`src/rtl/sc_watchdog_pkg.sv`:
```
package sc_watchdog_pkg;
    typedef enum logic {
        ST_RUN     = 1'b0,
        ST_EXPIRED = 1'b1
    } wd_state_t;
endpackage

```
`src/rtl/sc_wd_prescaler.sv`:
```
module sc_wd_prescaler #(
    parameter int DIV = 128
) (
    input  logic clk,
    input  logic rst_n,
    input  logic clr,
    input  logic en,
    output logic wrap
);
    localparam int PW = (DIV > 1) ? $clog2(DIV) : 1;
    localparam logic [PW-1:0] LAST = PW'(DIV - 1);

    logic [PW-1:0] div_q;

    assign wrap = en && (div_q == LAST);

    always_ff @(posedge clk or negedge rst_n) begin
        if (!rst_n) begin
            div_q <= '0;
        end else if (clr || wrap) begin
            div_q <= '0;
        end else if (en) begin
            div_q <= div_q + 1'b1;
        end
    end
endmodule

```
`src/rtl/sc_wd_downcount.sv`:
```
module sc_wd_downcount #(
    parameter int CW = 16
) (
    input  logic          clk,
    input  logic          rst_n,
    input  logic          load,
    input  logic [CW-1:0] load_val,
    input  logic          dec,
    output logic [CW-1:0] val,
    output logic          last
);
    logic [CW-1:0] val_q;

    assign val  = val_q;
    assign last = (val_q <= CW'(1));

    always_ff @(posedge clk or negedge rst_n) begin
        if (!rst_n) begin
            val_q <= '1;
        end else if (load) begin
            val_q <= load_val;
        end else if (dec) begin
            val_q <= last ? '0 : val_q - 1'b1;
        end
    end
endmodule

```
`src/rtl/sc_watchdog.sv`:
```
module sc_watchdog
    import sc_watchdog_pkg::*;
#(
    parameter int CW  = 16,
    parameter int DIV = 128
) (
    input  logic          clk,
    input  logic          rst_n,
    input  logic          slow_tick,
    input  logic          mode_wr,
    input  logic [CW+1:0] mode_data,
    input  logic          ctrl_wr,
    input  logic          ctrl_restart,
    input  logic          stat_clr,
    output logic [CW-1:0] cnt_val,
    output logic          wdovf_n,
    output logic          rst_req,
    output logic          irq
);
    localparam int RST_EN_BIT = CW;
    localparam int IRQ_EN_BIT = CW + 1;

    wd_state_t     state_q, state_d;
    logic [CW-1:0] reload_q;
    logic          rst_en_q, irq_en_q, ovf_q;
    logic          restart, reload_now, running, wrap, last, expire;
    logic [CW-1:0] load_val;

    assign restart    = ctrl_wr && ctrl_restart;
    assign reload_now = mode_wr || restart;
    assign load_val   = mode_wr ? mode_data[CW-1:0] : reload_q;
    assign running    = (state_q == ST_RUN) && !reload_now;
    assign expire     = wrap && last;

    sc_wd_prescaler #(.DIV(DIV)) u_presc (
        .clk   (clk),
        .rst_n (rst_n),
        .clr   (reload_now),
        .en    (running && slow_tick),
        .wrap  (wrap)
    );

    sc_wd_downcount #(.CW(CW)) u_cnt (
        .clk      (clk),
        .rst_n    (rst_n),
        .load     (reload_now),
        .load_val (load_val),
        .dec      (wrap),
        .val      (cnt_val),
        .last     (last)
    );

    // next-state logic
    always_comb begin
        state_d = state_q;
        unique case (state_q)
            ST_RUN: begin
                if (reload_now)  state_d = ST_RUN;      // RUN_RELOAD
                else if (expire) state_d = ST_EXPIRED;  // RUN_EXPIRE
            end
            ST_EXPIRED: begin
                if (reload_now)  state_d = ST_RUN;      // EXP_RELOAD
                else             state_d = ST_EXPIRED;  // EXP_HOLD
            end
            default: state_d = ST_RUN;
        endcase
    end

    // state register and configuration
    always_ff @(posedge clk or negedge rst_n) begin
        if (!rst_n) begin
            state_q  <= ST_RUN;
            reload_q <= '1;
            rst_en_q <= 1'b0;
            irq_en_q <= 1'b0;
            ovf_q    <= 1'b0;
        end else begin
            state_q <= state_d;
            if (mode_wr) begin
                reload_q <= mode_data[CW-1:0];
                rst_en_q <= mode_data[RST_EN_BIT];
                irq_en_q <= mode_data[IRQ_EN_BIT];
            end
            if (expire)        ovf_q <= 1'b1;
            else if (stat_clr) ovf_q <= 1'b0;
        end
    end

    // outputs
    always_comb begin
        wdovf_n = !ovf_q;
        rst_req = ovf_q && rst_en_q;
        irq     = ovf_q && irq_en_q;
    end
endmodule

```
`config.mk`:
```
export PLATFORM = sky130hd
export DESIGN_NAME = sc_watchdog
export DESIGN_NICKNAME = d
export VERILOG_FILES = /design/src/rtl/sc_watchdog_pkg.sv /design/src/rtl/sc_wd_prescaler.sv /design/src/rtl/sc_wd_downcount.sv /design/src/rtl/sc_watchdog.sv
export SDC_FILE = /design/constraint.sdc
export NUM_CORES = 1
export LEC_CHECK = 0
export BUFFER_PORTS_ARGS = -buffer_cell sky130_fd_sc_hd__buf_2
export CORE_MARGIN = 1.5
export CORE_UTILIZATION = 55
export CTS_CLUSTER_SIZE = 14
export DETAILED_ROUTE_END_ITERATION = 12
export PLACE_DENSITY = 0.8
export SLEW_MARGIN = 20
export SYNTH_ARGS = -nofsm -noshare
export SYNTH_HDL_FRONTEND = slang
export SYNTH_SLANG_ARGS = --single-unit
```
`constraint.sdc`:
```
create_clock -name clk -period 5.3 [get_ports clk]
set_clock_uncertainty 0.15 [all_clocks]
set_input_delay 0.795 -clock clk [delete_from_list [all_inputs] [get_ports clk]]
set_output_delay 0.795 -clock clk [all_outputs]
set_load 0.02 [all_outputs]
```
======== After elaboration in Yosys (flattened, before gate mapping) ========
Cells that the tools add are included.
word-level totals
  word-level logic and storage cells ...... 38
  output and inout bits ................... 19
  input bits .............................. 25
  register bits ........................... 43
operators by class
  reduce and logical (&&, ||, !) cells .... 14
  multiplexer cells ....................... 12
  equal/unequal tests ..................... 1
  $add $sub $neg .......................... 2
  magnitude comparators ................... 1
  bitwise logic cells ..................... 1
operator list
  cell                                                                     count
  16-bit two-way mux                                                       4
  16-bit by 1-bit <= comparator with 1-bit output (second input constant)  1
  16-bit by 1-bit subtractor with 16-bit output (second input constant)    1
  7-bit two-way mux                                                        2
  7-bit by 1-bit adder with 7-bit output (second input constant)           1
  7-bit == test (second input constant)                                    1
  1-bit logical AND                                                        7
  2-bit nonzero test                                                       3
  1-bit two-way mux                                                        5
  1-bit logical NOT                                                        2
  1-bit logical OR                                                         2
  1-bit case mux with 2 select lines                                       1
  1-bit NOT                                                                1

======== Logic depth before layout (Yosys ltp) ========
Gate-level depths: netlist of run 1.
  depth after elaboration ................. 10
  gate-level depth with buffers ........... 7
  gate-level depth less buffers ........... 7

======== Cells and area by module ========
Synthesis of run 1 repeated with hierarchy kept, for this count alone.
unflattened totals
  cell total of the unflattened synthesis .. 215
  area total of the unflattened synthesis .. 2,361.0 um2
by module, submodules not included
  module           cells each  sequential area each (um2)  area an instance (um2)  instances
  sc_wd_downcount  129         420.4                       1,154.9                 1
  sc_watchdog      49          520.5                       840.8                   1
  sc_wd_prescaler  37          175.2                       365.4                   1

======== Worst setup path before layout of run 1 ========
No wires, ideal clock.
  path kind ............................... input port to flip-flop
  from .................................... input port slow_tick
  to ...................................... register u_cnt.val_q[13], in the netlist u_cnt.val[13]
  path buffers ............................ 1
  slack ................................... 2.896 ns
  setup time .............................. 0.077 ns
  arrival time ............................ 2.177 ns
  required time ........................... 5.073 ns
  stages .................................. 6
  cell sequence ........................... nor2b_1 and4_1 clkbuf_1 nand3_1 or4_1 a31oi_1
on the way
  word-level cells in the longest chain between the ends .. 3
RTL lines
  item                          line                   RTL
  start, declared               sc_watchdog.sv:9       input logic slow_tick,
  1-bit logical AND             sc_watchdog.sv:39      .en (running && slow_tick),
  1-bit logical AND             sc_wd_prescaler.sv:15  assign wrap = en && (div_q == LAST);
  2-bit nonzero test (no line)  -
  end signal, assigned          sc_wd_downcount.sv:21  val_q <= load_val;
  end signal, assigned          sc_wd_downcount.sv:23  val_q <= last ? '0 : val_q - 1'b1;
  end, declared                 sc_wd_downcount.sv:12  logic [CW-1:0] val_q;
No other way between the ends.
A chain may end at the register's enable or synchronous reset.

======== Worst setup path after layout of run 1 ========
  from .................................... input port slow_tick
  to ...................................... register u_cnt.val_q[4], in the netlist u_cnt.val[4]
The elaborated chain is that of the path after synthesis.

==> impl_metrics.ini, run 1 <==
[worst_setup_path]
r2r_slack_ns = 2.89
cp-end-kind = flop
crit_type = in2reg
crit_required_ns = 5.37
critPathLaunchType = input pin
cp.arrival_ns = 2.65
critPathMaxFanout = 14

[power_and_ir_drop]
p_per_area_nw_per_um2 = 298
peakVddDrop_v = 0.000162
leakagePower_nw = 1.03

[final_layout]
fin_nets = 278
antennaDiodeCount = 0
fin_util_pct = 67.1
fillers = 320
drive_gt1_share_pct = 43.4
area_growth_pct = 15.8

[logic_synthesis]
synthArstFlopShare_pct = 100
synth_top_cell_by_area = dfstp_2
syn_area_um2 = 2150
synthTopCellsByCount = dfstp_2 (32), nor2_1 (27), mux2_2 (18), a21oi_1 (17), dfrtp_1 (11)
synth-xor-area-share_pct = 1.63
synth_top_area_share_pct = 39.0
avgSynthCellArea_um2 = 10.4
synth_top_family_by_area = simple AND/OR/NAND/NOR gates
synth.most_common_cell = dfstp_2
yosysUniqueCellTypes = 42
synth_edf_count = 0
muxShareOfSynthArea_pct = 9.41
syn-instance-count = 207
synth_fa_ha_area_share_pct = 1.74
synth_compound_area_share_pct = 13.6
synthTopCellsByArea = dfstp_2 (39%), dfrtp_1 (13%), mux2_2 (9.4%)
ys_seq_area_share_pct = 51.8
synth_ff_type = dfstp_2
syn_nets = 235
synthSimpleGateAreaFrac_pct = 19.2
ys_ff_latch = 43
synth_warnings = 0

[drt]
drc = 0
drtPass1Iterations = 4
drt_iter0_drc = 95
routed_wl_mm = 4.53
wl_per_cell_um = 15.1
vias = 1764
ant_nets = 0
vias_per_cell = 5.90

[clock_network]
clk_path_buf_depth = 2
clockRootBuffer = clkbuf_8
cts_resized = 0
cts_tree = yes
cts_made_buffers = 5
insertion_delay_ns = 0.29
cts_hold_buffers = 0
cts_setup_buffers = 0
cts.reportedPaths.clkPinSlew_ns = 0.08
clkSinkCount = 43
htree_levels = 2

[sta]
holdWs_ns = 0.358
rsz0062_at_grt = false
maxSlewHeadroom_pct = 40.7
maxSlewViolCount = 0
setup_viol_count_final = 0
layout_min_cycle_time_ns = 2.59
hold_viol_final = 0
setup_tns_ns = 0
timing.final.crit_share_pct = 48.9
worst_pin_slew_ns = 0.889
fmax_mhz = 386

[die]
placementRows = 22
dieWidth_um = 65.6
io-pin-count = 44
dieArea_um2 = 4300
die_h_um = 65.6
start_util_pct = 58.0
coreArea_um2 = 3720

[grt]
grt_remaining_overflow = 0
grt_pass1_wl_mm = 7.64
grt_max_degree = 44
grt_pass1_vias = 1805
antenna_found_initial = 0
track_usage_pct = 22.9

[run]
cap_violations = 0

[run_status]
outcome = finished, final reports clean

[placement]
dp_hpwl_mm = 3.16
gp_congestion = 0.838
port_buffers = 43

[worst_hold_path]
hold_class = reg2reg
-- layer usage --
metal	share of wire [%]	global-route usage, %	vias up
met4	1.4	9.11	0
li1	-	-	842
met2	49	39.5	55
met3	5.2	3.60	7
met1	45	28.7	860
met5	0	0	-
-- per-stage QoR --
step                      cell area (µm²)  setup slack (ns)  std cells  total power [mW]
after floorplan                      2150              2.90        207             0.491
after global placement               2400              2.56        291             0.537
after detailed placement             2400              2.43        291             0.542
after CTS                            2490              2.72        299             0.749
after global routing                 2490              2.49        299             0.781
final                                2490              2.71        299             0.745
-- registers in the layout, summed over array words and instances, names as in the netlist --
| name | cells |
|---|---|
| u_cnt.val | 16 |
| u_presc.div_q | 7 |
| ovf_q | 1 |
| reload_q | 16 |
| state_q | 1 |
| rst_en_q | 1 |
| irq_en_q | 1 |
-- cell families after synthesis --
family                     count (synthesis)
muxes                                     18
buffers and inverters                     13
and+or+nand+nor                           78
adders and majority gates                  3
DFF                                       43
xor gates and xnor gates                   4
AOI/OAI and AO/OA                         48
-- final timing paths --
kind / from / end / cells past startpoint
setup / recovery: slow_tick / u_cnt.val[4] / 6
setup reg to reg: u_cnt.val[1] / u_cnt.val[12] / 7
hold / removal: irq_en_q / irq_en_q / 1
min in group asynchronous: rst_n / ovf_q / 1
hold reg to reg: irq_en_q / irq_en_q / 1
max in group asynchronous: rst_n / u_presc.div_q[1] / 1
-- layout make-up --
class / instances / area (µm²) / share of cell area [%]
Clock buffer: 7 / 86.3 / 3.46
Timing Repair Buffer: 44 / 223 / 8.93
Inverter: 5 / 18.8 / 0.752
Multi-Input combinational cell: 151 / 986 / 39.5
Tap cell: 48 / 60.1 / 2.41
Sequential cell: 43 / 1120 / 44.7
Clock inverter: 1 / 5.00 / 0.201
-- worst max-delay path, cell delays in order --
cell and delay, ns:
buf_2 0.08, nor2b_1 0.30, nand4_1 0.52, a21oi_2 0.59, a211oi_1 0.15, nor3_1 0.21
-- cells in the final DEF (no fill, tap or decap), types with 2 or more instances in the layout --
master     n
nor4_1     2
dfrtp_1   11
mux2_2    18
nor3_1     6
buf_2     43
or3_1      3
a21oi_2    2
o31ai_1    2
and4_1     2
clkbuf_8   6
and2_1     2
nand2_1   10
nor2_1    27
and3_1     2
inv_1      5
nand4_1    4
a21oi_1   16
xor2_1     4
dfstp_2   32
nand3b_1   2
a22oi_1    3
nand3_1    8
a31oi_1    9
or4_4      2
o21ai_0    8
ha_1       3
-- power breakdown --
group	total (mW)	internal, mW	switching [mW]
registers	0.409	0.381	0.0284
logic	0.127	0.0512	0.0762
clock network	0.208	0.105	0.103
Power figures use the tool's default switching activity.
==> run 2: changes to the inputs <==
--- a/config.mk
+++ b/config.mk
@@ -7,10 +7,10 @@
 export LEC_CHECK = 0
 export BUFFER_PORTS_ARGS = -buffer_cell sky130_fd_sc_hd__buf_2
 export CORE_MARGIN = 1.5
-export CORE_UTILIZATION = 55
+export CORE_UTILIZATION = 54
 export CTS_CLUSTER_SIZE = 14
 export DETAILED_ROUTE_END_ITERATION = 12
-export PLACE_DENSITY = 0.8
+export PLACE_DENSITY = 0.79
 export SLEW_MARGIN = 20
 export SYNTH_ARGS = -nofsm -noshare
 export SYNTH_HDL_FRONTEND = slang
==> constraint.sdc (replaced) <==
create_clock -name clk -period 2.55 [get_ports clk]
set_clock_uncertainty 0.15 [all_clocks]
set_input_delay 0.3825 -clock clk [delete_from_list [all_inputs] [get_ports clk]]
set_output_delay 0.3825 -clock clk [all_outputs]
set_load 0.02 [all_outputs]
==> run 2 against run 1 <==
Effect of this change: flip-flop and latch count did not move; design area increased by 3.4%; clock power grew to 2.7 times the previous value; count of clock-buffer cells in the layout shrank 1; worst setup slack lost 2.5 ns; critical path type is now reg2reg; largest cell class unchanged; largest power group unchanged.
==> impl_metrics.ini, run 2 (synthesis gave the netlist of run 1 again) <==
[drt]
drt_iter0_drc = 138
drtPass1Iterations = 4
drc = 0
ant_nets = 0
routed_wl_mm = 4.75
wl_per_cell_um = 15.5
vias = 1818
vias_per_cell = 5.94

[clock_network]
cts_tree = yes
htree_levels = 2
cts.reportedPaths.clkPinSlew_ns = 0.09
clockRootBuffer = clkbuf_8
clk_path_buf_depth = 2
cts_made_buffers = 5
clkSinkCount = 43
insertion_delay_ns = 0.30

[worst_setup_path]
crit_path_max_incr_delay_ns = 0.61
crit_required_ns = 2.61
cp-end-kind = flop
worst_r2r_path_depth = 7
path_depth = 7
path_cells = inv_1 -> ha_1 -> nor2_1 -> nor2_1 -> and2_4 -> or4_1 -> a31oi_1
crit_slowest_cell = dfstp_2
cp.arrival_ns = 2.40
critPathLaunchType = flop
path_common_cell = nor2_1
cp_num_buf_inv = 1
crit_type = reg2reg
critPathMaxFanout = 8
critPathTopFamily = simple AND/OR/NAND/NOR gates

[die]
die_h_um = 66.2
placementRows = 22
start_util_pct = 57.6
io-pin-count = 44
coreArea_um2 = 3740
dieWidth_um = 66.2
dieArea_um2 = 4380

[final_layout]
fin_nets = 285
antennaDiodeCount = 0
drive_gt1_share_pct = 45.0
multi_input_area_um2 = 986
mostFrequentLayoutCells = buf_2 (43), dfstp_2 (32), nor2_1 (27)
fillers = 306
seq_area_um2 = 1120
mostFrequentLayoutCell = buf_2
area_growth_pct = 19.7
fin_util_pct = 68.9

[grt]
grt_pass1_vias = 1750
grt_remaining_overflow = 0
grt_pass1_wl_mm = 7.78
grt_max_degree = 26
antenna_found_initial = 0
track_usage_pct = 23.8

[run_status]
outcome = finished, final reports clean

[sta]
fmax_mhz = 428
setup_viol_count_final = 0
maxSlewViolCount = 0
timing.final.crit_share_pct = 91.7
maxSlewHeadroom_pct = 63.1
layout_min_cycle_time_ns = 2.34
hold_viol_final = 0
worst_pin_slew_ns = 0.554
rsz0062_at_grt = false
setup_tns_ns = 0

[placement]
dp_hpwl_mm = 3.47
port_buffers = 43
gp_congestion = 0.877

[power_and_ir_drop]
leakagePower_nw = 1.08
p_per_area_nw_per_um2 = 652
peakVddDrop_v = 0.000472

[worst_hold_path]
hold_depth = 2
hold_class = in2reg

[run]
cap_violations = 0
run 2: through the flow:
| step | setup WS (ns) | cell area (µm²) | hold slack [ns] | power [mW] | cells |
|---|---|---|---|---|---|
| final | 0.212 | 2580 | 0.108 | 1.68 | 306 |
| after global routing | 0.0693 | 2580 | 0.0963 | 1.77 | 306 |
| after CTS | 0.225 | 2580 | 0.107 | 1.69 | 306 |
| after detailed placement | 0.311 | 2450 | 0.253 | 1.14 | 297 |
| after global placement | 0.428 | 2450 | 0.252 | 1.12 | 297 |
| after floorplan | 0.376 | 2150 | -0.0631 | 1.02 | 207 |
run 2: layout make-up:
class	instances	share of cell area, %
multi-input combinational	151	38.2
clock inverter	2	1.50
sequential	43	43.3
timing repair buffer	51	10.8
inverter	5	0.727
tap	48	2.33
clock buffer	6	3.20
run 2: timing repair:
item / in CTS / in global routing
endpoints found under the hold margin: 11 / 0
buffers inserted: 0 / 0
resized for setup: 0 / 0
hold buffers: 1 / 0
run 2: final timing paths:
check,start,endpoint,slack (ns)
max,u_cnt.val[0],u_cnt.val[13],0.21
min in group asynchronous,rst_n,irq_en_q,0.44
max in group asynchronous,rst_n,u_cnt.val[13],1.09
max reg2reg,u_cnt.val[0],u_cnt.val[13],0.21
min,stat_clr,ovf_q,0.11
min reg2reg,rst_en_q,rst_en_q,0.35
run 2: metal layers:
metal  global-route usage (%)  up-vias  routed length [µm]
met5                        0        -                   0
met1                     30.1      902                2030
met3                     5.96        6                 284
li1                         -      860                   -
met2                     40.1       50                2380
met4                     7.40        0                  51
run 2: power breakdown:
group          switching [mW]  total (mW)  leakage (nW)  internal (mW)
sequential             0.0578       0.849         0.485          0.791
clock                   0.233       0.555        0.0618          0.322
combinational           0.164       0.277         0.535          0.113
total                   0.455        1.68          1.08           1.23
